[src/rtl/tick_irq_pkg.sv]
package tick_irq_pkg;

    localparam int CNT_W    = 15;
    localparam int TB_BASE  = 12;
    localparam int RTC_BASE = 8;
    localparam int RATE_W   = 3;
    localparam int EXP_W    = 4;

    typedef struct packed {
        logic tb;
        logic rtc;
    } tick_s;

    typedef enum logic [1:0] {
        FLG_TB  = 2'd0,
        FLG_RTC = 2'd1,
        FLG_MF  = 2'd2
    } flag_idx_e;

    localparam logic [CNT_W:0] ONE_W = {{CNT_W{1'b0}}, 1'b1};

    // True when the low 'k' bits of the count equal 2^(k-1): the tap just rose.
    function automatic logic tap_hit(input logic [CNT_W-1:0] c, input logic [EXP_W-1:0] k);
        logic [CNT_W:0] span;
        span    = ONE_W << k;
        tap_hit = (({1'b0, c} & (span - ONE_W)) == (span >> 1));
    endfunction

endpackage

[src/rtl/tick_divider.sv]
module tick_divider
    import tick_irq_pkg::*;
#(
    parameter int TB_SEL = 0
) (
    input  logic              clk,
    input  logic              rst,
    input  logic [RATE_W-1:0] rate,
    output tick_s             tick
);

    localparam logic [EXP_W-1:0] TB_EXP = EXP_W'(TB_BASE + TB_SEL);

    logic [CNT_W-1:0] count_q;
    logic [EXP_W-1:0] rtc_exp;

    assign rtc_exp = EXP_W'(RTC_BASE) + EXP_W'(rate);

    always_ff @(posedge clk) begin
        if (rst) count_q <= '0;
        else     count_q <= count_q + 1'b1;
    end

    always_comb begin
        tick.tb  = tap_hit(count_q, TB_EXP);
        tick.rtc = tap_hit(count_q, rtc_exp);
    end

endmodule

[src/rtl/sticky_flag.sv]
module sticky_flag (
    input  logic clk,
    input  logic rst,
    input  logic set,
    input  logic clr,
    output logic q
);

    always_ff @(posedge clk) begin
        if (rst)      q <= 1'b0;
        else if (set) q <= 1'b1;
        else if (clr) q <= 1'b0;
    end

endmodule

[src/rtl/irq_gate.sv]
module irq_gate #(
    parameter int          VEC_W    = 8,
    parameter logic [VEC_W-1:0] VEC_ADDR = 8'h18
) (
    input  logic             mf_en,
    input  logic             tb_en,
    input  logic             rtc_en,
    input  logic             stack_full,
    input  logic             tb_pend,
    input  logic             rtc_pend,
    input  logic             mf_pend,
    output logic             req,
    output logic [VEC_W-1:0] vec
);

    logic any_src;

    always_comb begin
        any_src = (tb_en & tb_pend) | (rtc_en & rtc_pend);
        req     = mf_en & mf_pend & any_src & ~stack_full;
        vec     = req ? VEC_ADDR : '0;
    end

endmodule

[src/rtl/periodic_irq_unit.sv]
module periodic_irq_unit
    import tick_irq_pkg::*;
#(
    parameter int               TB_SEL   = 0,
    parameter int               VEC_W    = 8,
    parameter logic [VEC_W-1:0] VEC_ADDR = 8'h18
) (
    input  logic             clk,
    input  logic             rst,
    input  logic [2:0]       rtc_rate,
    input  logic             mf_en,
    input  logic             tb_en,
    input  logic             rtc_en,
    input  logic             stack_full,
    input  logic             tb_clr,
    input  logic             rtc_clr,
    input  logic             mf_clr,
    input  logic             irq_ack,
    output logic             tb_pend,
    output logic             rtc_pend,
    output logic             mf_pend,
    output logic             irq_req,
    output logic [VEC_W-1:0] irq_vec
);

    localparam int NFLG = 3;

    tick_s           tick;
    logic [NFLG-1:0] flg_set;
    logic [NFLG-1:0] flg_clr;
    logic [NFLG-1:0] flg_q;

    tick_divider #(.TB_SEL(TB_SEL)) u_div (
        .clk  (clk),
        .rst  (rst),
        .rate (rtc_rate),
        .tick (tick)
    );

    always_comb begin
        flg_set          = '0;
        flg_clr          = '0;
        flg_set[FLG_TB]  = tick.tb;
        flg_set[FLG_RTC] = tick.rtc;
        flg_set[FLG_MF]  = tick.tb | tick.rtc;
        flg_clr[FLG_TB]  = tb_clr;
        flg_clr[FLG_RTC] = rtc_clr;
        flg_clr[FLG_MF]  = mf_clr | irq_ack;
    end

    for (genvar i = 0; i < NFLG; i++) begin : g_flag
        sticky_flag u_flag (
            .clk (clk),
            .rst (rst),
            .set (flg_set[i]),
            .clr (flg_clr[i]),
            .q   (flg_q[i])
        );
    end

    assign tb_pend  = flg_q[FLG_TB];
    assign rtc_pend = flg_q[FLG_RTC];
    assign mf_pend  = flg_q[FLG_MF];

    irq_gate #(.VEC_W(VEC_W), .VEC_ADDR(VEC_ADDR)) u_gate (
        .mf_en      (mf_en),
        .tb_en      (tb_en),
        .rtc_en     (rtc_en),
        .stack_full (stack_full),
        .tb_pend    (tb_pend),
        .rtc_pend   (rtc_pend),
        .mf_pend    (mf_pend),
        .req        (irq_req),
        .vec        (irq_vec)
    );

endmodule

[config.mk]
export PLATFORM = sky130hd
export DESIGN_NAME = periodic_irq_unit
export DESIGN_NICKNAME = d
export VERILOG_FILES = /design/src/rtl/tick_irq_pkg.sv /design/src/rtl/tick_divider.sv /design/src/rtl/sticky_flag.sv /design/src/rtl/irq_gate.sv /design/src/rtl/periodic_irq_unit.sv
export SDC_FILE = /design/constraint.sdc
export NUM_CORES = 1
export LEC_CHECK = 0
export CAP_MARGIN = 20
export CELL_PAD_IN_SITES_DETAIL_PLACEMENT = 1
export CELL_PAD_IN_SITES_GLOBAL_PLACEMENT = 2
export CORE_MARGIN = 8
export CORE_UTILIZATION = 28
export CTS_CLUSTER_SIZE = 10
export DETAILED_ROUTE_END_ITERATION = 10
export PLACE_DENSITY_LB_ADDON = 0.1
export SETUP_SLACK_MARGIN = 0.2
export SLEW_MARGIN = 5
export SYNTH_ARGS = -nofsm -noshare
export SYNTH_HDL_FRONTEND = slang
export SYNTH_SLANG_ARGS = --single-unit
[constraint.sdc]
create_clock -name clk -period 2.55 [get_ports clk]
set_input_delay 0.51 -clock clk [delete_from_list [all_inputs] [get_ports clk]]
set_output_delay 0.51 -clock clk [all_outputs]
set_load 0.02 [all_outputs]
==> impl_metrics.toml, run 1 <==
[clocking]
clock_sinks = 18
hold_buffers = 0
path_clk_slew_ns = 0.07
cts_buffer_depth = 2
post_cts_buffers = 0
ctsRootBufferMaster = "clkbuf_8"
cts_tree = "built"
clock_latency_ns = 0.25
numCtsBuffers = 3
htreeDepth = 1

[detailed_routing]
wirelength_mm = 2.749
drt_first_pass_iters = 3
drc = 0
drt_iter0_drc = 22
wire_per_inst_um = 13.81
antenna_left = 0
via_per_inst = 4.905
num_vias = 976

[setup_path]
path_class = "in2reg"
cp_slowest_cell = "clkdlybuf4s50_1"
cp_top_family = "simple AND/OR/NAND/NOR gates"
cpMostUsedCell = "o22ai_1"
path_buf_inv = 1
critPathLaunchType = "primary input"
crit_arrival_ns = 2.38
cp.required_ns = 2.73
cp_cell_sequence = "clkdlybuf4s50_1, or3_1, ha_1, nor2b_2, mux2i_1, o22ai_1, nand4_1, o22ai_1"
cp_slowest_stage_delay_ns = 0.43
crit_path_max_fanout = 3
end_kind = "flip-flop"

[global_routing]
grt_pass1_wl_mm = 4.692
grt_pass1_vias = 999
antenna_found_initial = 0
overflow = 0
grt_max_degree = 19
track_usage_pct = 9.121

[power_and_ir_drop]
p_leak_uw = 0.0005342
power.internal_uw = 470.0
p_switching_uw = 149.8
vdd_drop_max_mv = 0.2943
pwr-share-comb_pct = 14.9
p_clk_share_pct = 37.3
netSwitchingFraction_pct = 24.17
finalPower_uw = 619.8
power_density_nw_per_um2 = 457.4
seqPwrFrac_pct = 47.8

[job]
max_cap_violations = 0

[timing]
hold_slack_ns = 0.4907
slew_viol_final = 0
fin_crit_sh_pct = 86.21
rsz0062_at_grt = "false"
max_freq_mhz = 454.9
final_hold_viol_count = 0
setup_viol = 0
period_minus_slack_ns = 2.198
clock_skew_ns = 0.002891
finalSetupTns_ns = 0

[placement]
gp_congestion = 0.7377
io_buffers = 18
hpwl_mm = 2.102

[logic_synthesis]
avgSynthCellArea_sq_um = 8.189
synth_area_sq_um = 1097
synthCells = 134
synth-edff-count = 0
ys_ff_latch = 18
ys_warn_count = 0
synth_flop_cell = "dfxtp_1"
ys_types = 41
yosysSeqAreaShare_pct = 32.84
async_reset_ff_share_pct = 0

[worst_hold_path]
hold_path_class = "reg2reg"

[finish]
synthToLayoutAreaGrowth_pct = 23.49
final_common_cell = "dfxtp_1"
drive_above_1_share_pct = 8.609
diodes = 0
final_core_util_pct = 36.46
layout.nets = 168
layout_common_cells = "dfxtp_1 (18), nor2_1 (15), clkdlybuf4s50_1 (14)"

[floorplanning]
rows = 22
dieArea_sq_um = 6178
io_pins = 25
die_h_um = 78.60
die_w_um = 78.60
initial_core_util_pct = 29.53
core_area_sq_um = 3716

[outcome]
status = "finished clean"
routing by layer:
layer / vias up / part of all wire, % / GRT usage, %
met5: - / 0 / 0
met4: 0 / 0.44 / 2.222
met3: 2 / 5.5 / 2.506
li1: 492 / - / -
met2: 16 / 48 / 15.66
met1: 466 / 46 / 10.92
state kept, by name, summed over array words and instances, names as in the netlist:
name / count
g_flag.u_flag.q: 3
u_div.count_q: 15
layout make-up:
class | count | area [sq um]
flip-flops and latches | 18 | 360.3
multi-input cells | 101 | 644.4
clock buffers | 4 | 55.05
well taps | 48 | 60.06
repair buffers | 23 | 216.5
fillers | 461 | 2361
inverters | 5 | 18.77
kinds of logic (layout without fill, tap and decap cells):
kind of cell / Yosys count / after routing / synth area share, %
compound gates: 24 / 24 / 13.91
flops: 18 / 18 / 32.84
xor+xnor: 11 / 11 / 8.780
fa+ha+maj: 3 / 3 / 3.421
buf+inv: 20 / 32 / 10.38
other cells: 1 / 6 / 0.3417
simple gates: 56 / 56 / 29.42
mux: 1 / 1 / 0.9122
through the flow:
| stage | std cells | setup slack [ns] | area, sq um |
|---|---|---|---|
| 2_1_floorplan | 139 | 0.4930 | 1116 |
| 3_3_place_gp | 195 | 0.06177 | 1299 |
| 3_5_place_dp | 195 | 0.02164 | 1299 |
| 4_1_cts | 199 | 0.2949 | 1350 |
| 5_1_grt | 199 | 0.1925 | 1355 |
| 6_report | 199 | 0.3516 | 1355 |
final timing paths:
check	start	end	slack, ns	cells past startpoint
worst min register to register	g_flag[1].u_flag.q	g_flag[1].u_flag.q	0.49	2
worst max register to register	u_div.count_q[2]	u_div.count_q[14]	0.98	4
worst min-delay path	g_flag[1].u_flag.q	g_flag[1].u_flag.q	0.49	2
worst max-delay path	rtc_rate[2]	g_flag[2].u_flag.q	0.35	8
power groups by stage:
stage                     Combinational [uW]  Sequential [uW]  Clock (uW)
after detailed placement                93.2              303           0
final                                   92.2              296         231
after global routing                     103              297         259
after CTS                               93.9              296         241
after global placement                  91.5              303           0
after floorplan                         55.1              304           0
synthesized netlist by cell type (2+ instances only):
cell | count | share of area [%]
xor2_1 | 10 | 8.0
buf_4 | 8 | 5.5
a21oi_1 | 8 | 3.6
nor4_1 | 2 | 1.1
dfxtp_1 | 18 | 33
nor2b_1 | 4 | 2.3
ha_1 | 3 | 3.4
inv_1 | 5 | 1.7
nor2_1 | 15 | 5.1
o22ai_1 | 2 | 1.1
o21ai_0 | 5 | 2.3
clkbuf_1 | 4 | 1.4
nand3_1 | 3 | 1.4
nor3_1 | 3 | 1.4
nand2_1 | 6 | 2.1
or3_1 | 5 | 2.9
nand2b_1 | 3 | 1.7
nand4_1 | 7 | 4.0
worst register-to-register path, cell delays in order, from the launching register on:
cell and delay [ns]:
dfxtp_1 0.44, and4_1 0.39, nand4_4 0.17, or3_1 0.38
a21oi_1 0.14
repair_timing:
action | CTS | global route
gates resized for setup | 3 | 2
endpoints found under the hold margin | 0 | 0
pin swaps | 0 | 3
endpoints found under the setup margin | 3 | 2
Power figures use the tool's default switching activity.
==> run 2: changes to the inputs <==
--- a/config.mk
+++ b/config.mk
@@ -14,7 +14,7 @@
 export DETAILED_ROUTE_END_ITERATION = 10
 export PLACE_DENSITY_LB_ADDON = 0.1
 export SETUP_SLACK_MARGIN = 0.2
-export SLEW_MARGIN = 5
+export SLEW_MARGIN = 15
 export SYNTH_ARGS = -nofsm -noshare
 export SYNTH_HDL_FRONTEND = slang
 export SYNTH_SLANG_ARGS = --single-unit
==> constraint.sdc (replaced) <==
create_clock -name clk -period 2.46 [get_ports clk]
set_input_delay 0.492 -clock clk [delete_from_list [all_inputs] [get_ports clk]]
set_output_delay 0.492 -clock clk [all_outputs]
set_load 0.02 [all_outputs]
==> run 2 against run 1 <==
- final area rose by 0.74%
- hold slack got worse by 0.0061 ns
- clock-buffer cell count did not move
- die area did not move
- routed wire length fell by 2.2%
- worst setup slack got worse by 0.056 ns
- critical endpoint unchanged
- largest power group unchanged
- highest routed layer unchanged
==> impl_metrics.toml, run 2 (synthesis results as in run 1) <==
[outcome]
status = "finished clean"

[finish]
largest-register = "u_div.count_q"
post-route-cell-area_sq_um = 1365
final_common_cell = "dfxtp_1"
largest_reg_flops = 15
synthToLayoutAreaGrowth_pct = 24.40
diodes = 0
drive_above_1_share_pct = 9.211
layout_common_cells = "dfxtp_1 (18), nor2_1 (15), clkdlybuf4s50_1 (13)"
top_regs = "u_div.count_q x15, g_flag.u_flag.q x3"
layout.nets = 169
final_core_util_pct = 36.73

[floorplanning]
die_w_um = 78.60
initial_core_util_pct = 29.53
io_pins = 25
die_h_um = 78.60
core_area_sq_um = 3716
rows = 22
dieArea_sq_um = 6178

[detailed_routing]
drc = 0
drt_iter0_drc = 13
antenna_left = 0
wire_per_inst_um = 13.44
wirelength_mm = 2.688
num_vias = 967
drt_first_pass_iters = 4
via_per_inst = 4.835

[worst_hold_path]
hold_path_class = "reg2reg"
hold-path-endpoint = "g_flag[1].u_flag.q"
worst_hold_path.num_cells = 2
hp-start = "g_flag[1].u_flag.q"

[power_and_ir_drop]
p_leak_uw = 0.0005490
vdd_drop_max_mv = 0.2056
finalPower_uw = 642.0
power_density_nw_per_um2 = 470.3

[job]
max_cap_violations = 0

[placement]
io_buffers = 18
pre_cts_slack_ns = -0.03862
gp_congestion = 0.7400
placed_area_sq_um = 1306
hpwl_mm = 2.073

[clocking]
cts_buffer_depth = 2
path_clk_slew_ns = 0.07
hold_buffers = 0
clock_latency_ns = 0.25
clock_sinks = 18
htreeDepth = 1
ctsRootBufferMaster = "clkbuf_8"
numCtsBuffers = 3
cts_tree = "built"

[timing]
slew_viol_final = 0
period_minus_slack_ns = 2.164
rsz0062_at_grt = "false"
setup_viol = 0
clock_skew_ns = 0.004544
max_freq_mhz = 462.1
finalWorstSetupSlack_ns = 0.2959
final_hold_viol_count = 0
hold_slack_ns = 0.4846
fin_crit_sh_pct = 87.97

[setup_path]
crit_path_max_fanout = 3
path_class = "in2reg"
rr_startpoint = "u_div.count_q[2]"
cp.required_ns = 2.64
critPathLaunchType = "primary input"
end_kind = "flip-flop"
r2r_setup_slack_ns = 0.89
crit_arrival_ns = 2.35
crit-reg2reg-capture = "u_div.count_q[14]"
r2r_cells = 4

[global_routing]
antenna_found_initial = 0
grt_pass1_vias = 991
grt_max_degree = 19
overflow = 0
track_usage_pct = 8.914
grt_pass1_wl_mm = 4.588
[run 2: cell type report]
| type | instances | area [sq um] |
|---|---|---|
| inverter | 5 | 18.77 |
| tap | 48 | 60.06 |
| fill | 441 | 2351 |
| multi-input combinational | 101 | 644.4 |
| sequential | 18 | 360.3 |
| timing repair buffer | 24 | 226.5 |
| clock buffer | 4 | 55.05 |
[run 2: worst max-delay path by stage]
stage	from	end	slack (ns)	cells after the start
floorplan	rtc_rate[2]	g_flag[2].u_flag.q	0.42	8
global route	rtc_rate[2]	g_flag[2].u_flag.q	0.21	8
detailed placement	tb_en	irq_vec[3]	-0.04	4
finish	rtc_rate[2]	g_flag[2].u_flag.q	0.30	8
global placement	rtc_rate[0]	g_flag[1].u_flag.q	-0.003	9
CTS	rtc_rate[0]	g_flag[1].u_flag.q	0.22	9
[run 2: repair_timing]
action                                  in CTS  in global routing
pin swaps                                    0                  3
buffers inserted                             0                  0
endpoints found under the setup margin       3                  2
gates resized for setup                      3                  4
[run 2: critical path: stages]
cell and delay [ns]:
clkdlybuf4s50_1 0.43, or3_1 0.38, ha_1 0.29, nor2b_2 0.15, mux2i_1 0.09, o22ai_1 0.19, nand4_1 0.14, o22ai_1 0.19
[run 2: report_power, final]
group / total (uW) / leakage (uW) / switching (uW) / internal (uW)
logic: 95.3 / 0.000374 / 48.9 / 46.5
registers: 307 / 0.000146 / 8.89 / 298
clock network: 239 / 0.0000288 / 97.2 / 142
total: 642 / 0.000549 / 155 / 487
[run 2: per-layer routing]
metal | GRT usage, % | part of all wire [%]
met4 | 2.778 | 1.1
met5 | 0 | 0
met3 | 2.278 | 5.2
met2 | 15.24 | 46
met1 | 10.61 | 48
[run 2: per-stage QoR]
stage	std cells	setup TNS, ns
after global routing	200	0
after floorplan	139	0
after CTS	200	0
after global placement	196	-0.002820
after detailed placement	196	-0.1603
final	200	0
